===== src/rtl/csel_pkg.sv =====
package csel_pkg;

  localparam int SEC_W = 4;

  typedef struct packed {
    logic g;
    logic p;
  } pg_t;

  // bit-level pre-processing
  function automatic pg_t bit_pg(input logic x, input logic y);
    pg_t r;
    r.g = x & y;
    r.p = x ^ y;
    return r;
  endfunction

  // black cell: group generate and group propagate
  function automatic pg_t black_cell(input pg_t hi, input pg_t lo);
    pg_t r;
    r.g = hi.g | (hi.p & lo.g);
    r.p = hi.p & lo.p;
    return r;
  endfunction

  // grey cell: group generate only
  function automatic logic grey_cell(input pg_t hi, input logic lo_g);
    return hi.g | (hi.p & lo_g);
  endfunction

endpackage


===== src/rtl/bk_nibble_add.sv =====
module bk_nibble_add
  import csel_pkg::*;
(
  input  logic [SEC_W-1:0] a,
  input  logic [SEC_W-1:0] b,
  input  logic             cin,
  output logic [SEC_W-1:0] sum,
  output logic             cout
);

  pg_t             pgb [SEC_W];
  pg_t             span_10;
  pg_t             span_32;
  pg_t             span_30;
  pg_t             span_20;
  logic [SEC_W-1:0] carry;

  always_comb begin
    for (int i = 0; i < SEC_W; i++) begin
      pgb[i] = bit_pg(a[i], b[i]);
    end
    // up-sweep: pairs, then full span
    span_10 = black_cell(pgb[1], pgb[0]);
    span_32 = black_cell(pgb[3], pgb[2]);
    span_30 = black_cell(span_32, span_10);
    // back-fill of the third position
    span_20 = black_cell(pgb[2], span_10);
    // fold the incoming carry in with grey cells
    carry[0] = grey_cell(pgb[0], cin);
    carry[1] = grey_cell(span_10, cin);
    carry[2] = grey_cell(span_20, cin);
    carry[3] = grey_cell(span_30, cin);
    // post-processing
    sum[0] = pgb[0].p ^ cin;
    for (int i = 1; i < SEC_W; i++) begin
      sum[i] = pgb[i].p ^ carry[i-1];
    end
    cout = carry[SEC_W-1];
  end

endmodule


===== src/rtl/csel_section.sv =====
module csel_section
  import csel_pkg::*;
(
  input  logic [SEC_W-1:0] a,
  input  logic [SEC_W-1:0] b,
  input  logic             sel,
  output logic [SEC_W-1:0] sum,
  output logic             cout,
  output logic [SEC_W-1:0] cand0_sum,
  output logic             cand0_cout,
  output logic [SEC_W-1:0] cand1_sum,
  output logic             cand1_cout
);

  bk_nibble_add u_cand0 (
    .a    (a),
    .b    (b),
    .cin  (1'b0),
    .sum  (cand0_sum),
    .cout (cand0_cout)
  );

  bk_nibble_add u_cand1 (
    .a    (a),
    .b    (b),
    .cin  (1'b1),
    .sum  (cand1_sum),
    .cout (cand1_cout)
  );

  // one 2:1 mux per output bit, plus one for the carry
  genvar i;
  generate
    for (i = 0; i < SEC_W; i++) begin : g_mux
      assign sum[i] = sel ? cand1_sum[i] : cand0_sum[i];
    end
  endgenerate
  assign cout = sel ? cand1_cout : cand0_cout;

endmodule


===== src/rtl/sps_csel_adder.sv =====
module sps_csel_adder
  import csel_pkg::*;
#(
  parameter int WIDTH   = 16,
  parameter bit REG_OUT = 1'b0
) (
  input  logic             clk,
  input  logic             rst,
  input  logic [WIDTH-1:0] a,
  input  logic [WIDTH-1:0] b,
  input  logic             cin,
  output logic [WIDTH-1:0] sum,
  output logic             cout
);

  localparam int NUM_SEC = WIDTH / SEC_W;
  localparam int SW1     = SEC_W + 1;
  localparam int WW1     = WIDTH + 1;

  // carry arriving at each section boundary; index NUM_SEC is the carry out
  logic [NUM_SEC:0] sec_cin;
  logic [WIDTH-1:0] sum_comb;

  assign sec_cin[0] = cin;

  // arithmetic view of the carry into bit n
  function automatic logic carry_into(input logic [WIDTH-1:0] x,
                                      input logic [WIDTH-1:0] y,
                                      input logic ci, input int n);
    logic [WIDTH:0] m;
    logic [WIDTH:0] t;
    m = '0;
    for (int i = 0; i < WIDTH; i++) begin
      if (i < n) m[i] = 1'b1;
    end
    t = ({1'b0, x} & m) + ({1'b0, y} & m) + WW1'(ci);
    return t[n];
  endfunction

  genvar k;
  generate
    for (k = 0; k < NUM_SEC; k++) begin : g_sec
      if (k == 0) begin : g_low
        bk_nibble_add u_low (
          .a    (a[SEC_W-1:0]),
          .b    (b[SEC_W-1:0]),
          .cin  (sec_cin[0]),
          .sum  (sum_comb[SEC_W-1:0]),
          .cout (sec_cin[1])
        );
      end else begin : g_sel
        logic [SEC_W-1:0] c0_sum;
        logic [SEC_W-1:0] c1_sum;
        logic             c0_cout;
        logic             c1_cout;

        csel_section u_sec (
          .a          (a[k*SEC_W +: SEC_W]),
          .b          (b[k*SEC_W +: SEC_W]),
          .sel        (sec_cin[k]),
          .sum        (sum_comb[k*SEC_W +: SEC_W]),
          .cout       (sec_cin[k+1]),
          .cand0_sum  (c0_sum),
          .cand0_cout (c0_cout),
          .cand1_sum  (c1_sum),
          .cand1_cout (c1_cout)
        );

        // the two candidates differ by exactly one
        assert_cand_step_R2 : assert property (@(posedge clk) disable iff (rst)
          {c1_cout, c1_sum} == SW1'({c0_cout, c0_sum}) + SW1'(1));
      end

      // selected carry at each boundary matches the arithmetic carry
      assert_boundary_carry_R3 : assert property (@(posedge clk) disable iff (rst)
        sec_cin[k+1] == carry_into(a, b, cin, (k+1)*SEC_W));
    end
  endgenerate

  // combinational result is the exact 17-bit sum
  assert_exact_sum_R1 : assert property (@(posedge clk) disable iff (rst)
    {sec_cin[NUM_SEC], sum_comb} == ({1'b0, a} + {1'b0, b} + WW1'(cin)));

  generate
    if (REG_OUT) begin : g_reg
      logic [WIDTH-1:0] sum_q;
      logic             cout_q;

      always_ff @(posedge clk) begin
        if (rst) begin
          sum_q  <= '0;
          cout_q <= 1'b0;
        end else begin
          sum_q  <= sum_comb;
          cout_q <= sec_cin[NUM_SEC];
        end
      end

      assign sum  = sum_q;
      assign cout = cout_q;

      // registered output is last cycle's combinational result
      assert_reg_latency_R7 : assert property (@(posedge clk) disable iff (rst)
        !$past(rst) |-> ({cout_q, sum_q} == $past({sec_cin[NUM_SEC], sum_comb})));
      // reset clears the register
      assert_reg_reset_R7 : assert property (@(posedge clk)
        $past(rst) |-> ({cout_q, sum_q} == '0));
    end else begin : g_comb
      assign sum  = sum_comb;
      assign cout = sec_cin[NUM_SEC];
    end
  endgenerate

endmodule


===== config.mk =====
export PLATFORM = sky130hd
export DESIGN_NAME = sps_csel_adder
export DESIGN_NICKNAME = d
export VERILOG_FILES = /design/src/rtl/csel_pkg.sv /design/src/rtl/bk_nibble_add.sv /design/src/rtl/csel_section.sv /design/src/rtl/sps_csel_adder.sv
export SDC_FILE = /design/constraint.sdc
export NUM_CORES = 1
export LEC_CHECK = 0
export ABC_CLOCK_PERIOD_IN_PS = 5150
export BUFFER_PORTS_ARGS = -buffer_cell sky130_fd_sc_hd__buf_4
export CORE_ASPECT_RATIO = 1.1
export CORE_MARGIN = 3
export CORE_UTILIZATION = 48
export DETAILED_ROUTE_END_ITERATION = 10
export GPL_ROUTABILITY_DRIVEN = 0
export PLACE_DENSITY = 0.95
export SLEW_MARGIN = 20
export SYNTH_ARGS = -nofsm -noshare
export SYNTH_HDL_FRONTEND = slang
export SYNTH_SLANG_ARGS = --single-unit

===== constraint.sdc =====
create_clock -name vclk -period 5.15
set_clock_uncertainty 0.2 [all_clocks]
set_input_delay 0.515 -clock vclk [all_inputs]
set_output_delay 0.515 -clock vclk [all_outputs]
set_load 0.01 [all_outputs]

==> impl_metrics.json <==
{
  "netlist_area_sq_um": 752,
  "drt_pass1_iterations": 4,
  "placement.cell_area_sq_um": 1150,
  "overflow": 0,
  "synth_top_area_share": 0.316,
  "tns_ps": 0,
  "holdBufCountCts": 0,
  "max_freq_ghz": 0.332,
  "drv_slew": 0,
  "min_from": "b[15]",
  "postCtsSetupRepairBufs": 0,
  "grt_usage": 0.184,
  "die_area_sq_um": 2080,
  "std_cell_rows": 14,
  "portBuffers": 50,
  "number_of_different_library_cells_in_the_post_synthesis_netlist": 29,
  "endpoint_kind": "primary output",
  "layout.nets": 205,
  "synthToLayoutAreaGrowth_pct": 52.6,
  "clkbuf_count": 0,
  "first_global_vias": 825,
  "power.internal_mw": 0.0893,
  "cp_slowest_cell": "sky130_fd_sc_hd__ha_1",
  "standby_leakage_power_nw": 0.621,
  "syn-mean-instance-area_sq_um": 7.67,
  "core_area_sq_um": 1420,
  "grt_antenna_before_repair": 0,
  "io-pin-count": 52,
  "viasPerCell": 5.34,
  "synthCells": 98,
  "synthTopCellsByArea": "sky130_fd_sc_hd__ha_1, sky130_fd_sc_hd__xnor2_1, sky130_fd_sc_hd__inv_1, sky130_fd_sc_hd__xor2_1, sky130_fd_sc_hd__nor2_1",
  "final_layout_size_suffix_gt1_frac": 0.405,
  "post-route-min-period_ps": 3010,
  "powerDensity_nw_per_um2": 147,
  "post_cts_resize_count": 0,
  "worstSetupPathType": "in -> out",
  "arr_time_crit_path_ps": 2290,
  "yosys.cell_count.top_type": "sky130_fd_sc_hd__ha_1",
  "cell_depth_of_the_worst_min_delay_path": 4,
  "timing.critical_path.cells": "buf_4, ha_1, a211oi_2, nor2_1, o21a_1, nor2_1, mux2i_1, xnor2_1, buf_4",
  "p_comb_frac": 1.000,
  "stdcell_area_sq_um": 1150,
  "synth_seq_area_share": 0,
  "synth.cells.most_frequent": "sky130_fd_sc_hd__ha_1, sky130_fd_sc_hd__inv_1, sky130_fd_sc_hd__nor2_1, sky130_fd_sc_hd__xnor2_1, sky130_fd_sc_hd__a21oi_1",
  "max_stage_delay_ps": 300,
  "floorplan.die.width_um": 43.7,
  "hold_path_end": "sum[15]",
  "floorplan.die.height_um": 47.5,
  "worst_slew_margin_rel": 0.786,
  "p_sw_frac": 0.469,
  "p_clk_frac": 0,
  "seq_pwr_share": 0,
  "final_min_period_over_clock_period": 0.584,
  "yosysWarningCount": 0,
  "drc_errors": 0,
  "syn_nets": 153,
  "dr_total_vias": 875,
  "hold-worst-slack_ps": 1250,
  "dpl.hpwl_mm": 1.79,
  "numSequentialCells": 0,
  "detail_route.wl_per_cell_um": 11.7,
  "ant_nets": 0,
  "power_switching_mw": 0.0790,
  "setup_violations": 0,
  "totalWireLength_mm": 1.92,
  "timing.max_cap.violations": 0,
  "antennaDiodeCount": 0,
  "initial_utilization": 0.530,
  "grt_start_max_net_pins": 8,
  "class_of_the_worst_hold_path": "in -> out",
  "critical_path_startpoint_category": "input pin",
  "timing.critical_path.required_ps": 4430,
  "timing.critical_path.fanout_max": 4,
  "number_of_violations_reported_at_the_end_of_detailed_routing_iteration_0": 7,
  "register_area_sq_um": 0,
  "outcome": "finished clean",
  "irDropWorstVdd_mv": 0.0907,
  "grt_first_pass_wirelength_mm": 3.06,
  "rsz0062_at_grt": "no",
  "hold_violations": 0,
  "synthDominantAreaCellType": "sky130_fd_sc_hd__ha_1",
  "worst-slew-pin-transition_ps": 320
}
through the flow:
step	worst slack, ps	utilization	instances	total power, mW
3_3_place_gp	2180	0.809	164	0.163
5_1_grt	2020	0.809	164	0.185
2_1_floorplan	2500	-	98	0.0940
4_1_cts	2150	0.809	164	0.170
6_report	2140	0.809	164	0.168
3_5_place_dp	2150	0.809	164	0.169
routing by layer:
layer  track usage  part of all wire  up-vias
li1              -                 -      442
met1         0.189              0.35      395
met2         0.395              0.55       36
met3        0.0188             0.089        2
met4        0.0422             0.011        0
met5             0                 0        -
power by group through the flow:
stage | logic [mW] | clock network, mW | registers (mW)
2_1_floorplan | 0.0940 | 0 | 0
3_3_place_gp | 0.163 | 0 | 0
3_5_place_dp | 0.169 | 0 | 0
4_1_cts | 0.170 | 0 | 0
5_1_grt | 0.185 | 0 | 0
6_report | 0.168 | 0 | 0
worst max-delay path, delay by kind of cell:
family          cells  cell delay, ps
compound gates      2             430
fa+ha+maj           1             300
mux                 1             270
simple gates        2             370
buf+inv             2             250
xor+xnor            1             140
layout make-up:
class,instances,area (sq um)
fillers,102,272
multi-input cells,84,699
repair buffers,50,375
inverters,14,52.6
well taps,16,20.0
logic make-up after synthesis:
family / Yosys count / share of synthesized area
and+or+nand+nor: 22 / 0.140
muxes: 1 / 0.0133
xor gates and xnor gates: 13 / 0.151
AOI/OAI and AO/OA: 28 / 0.283
adders and majority gates: 20 / 0.343
buffers and inverters: 14 / 0.0699
worst max-delay path by stage:
stage          cells past startpoint  slack, ps  from      end
2_1_floorplan                      7       2500  a[5]  sum[14]
3_3_place_gp                       9       2180  a[0]  sum[13]
3_5_place_dp                       9       2150  a[0]  sum[12]
4_1_cts                            9       2150  a[0]   sum[5]
5_1_grt                            9       2020  a[0]  sum[12]
6_report                           9       2140  a[0]   sum[5]
cell usage in the layout, fill, tap and decap left out, types with 4 or more instances in the layout:
cell                       n
sky130_fd_sc_hd__nor2_1    9
sky130_fd_sc_hd__ha_1     19
sky130_fd_sc_hd__buf_4    50
sky130_fd_sc_hd__inv_1    14
sky130_fd_sc_hd__a21oi_1   6
sky130_fd_sc_hd__nand2_1   5
sky130_fd_sc_hd__xnor2_1   9
sky130_fd_sc_hd__xor2_1    4
sky130_fd_sc_hd__o21ai_0   5
No activity file was read; power rests on OpenSTA's default activity.
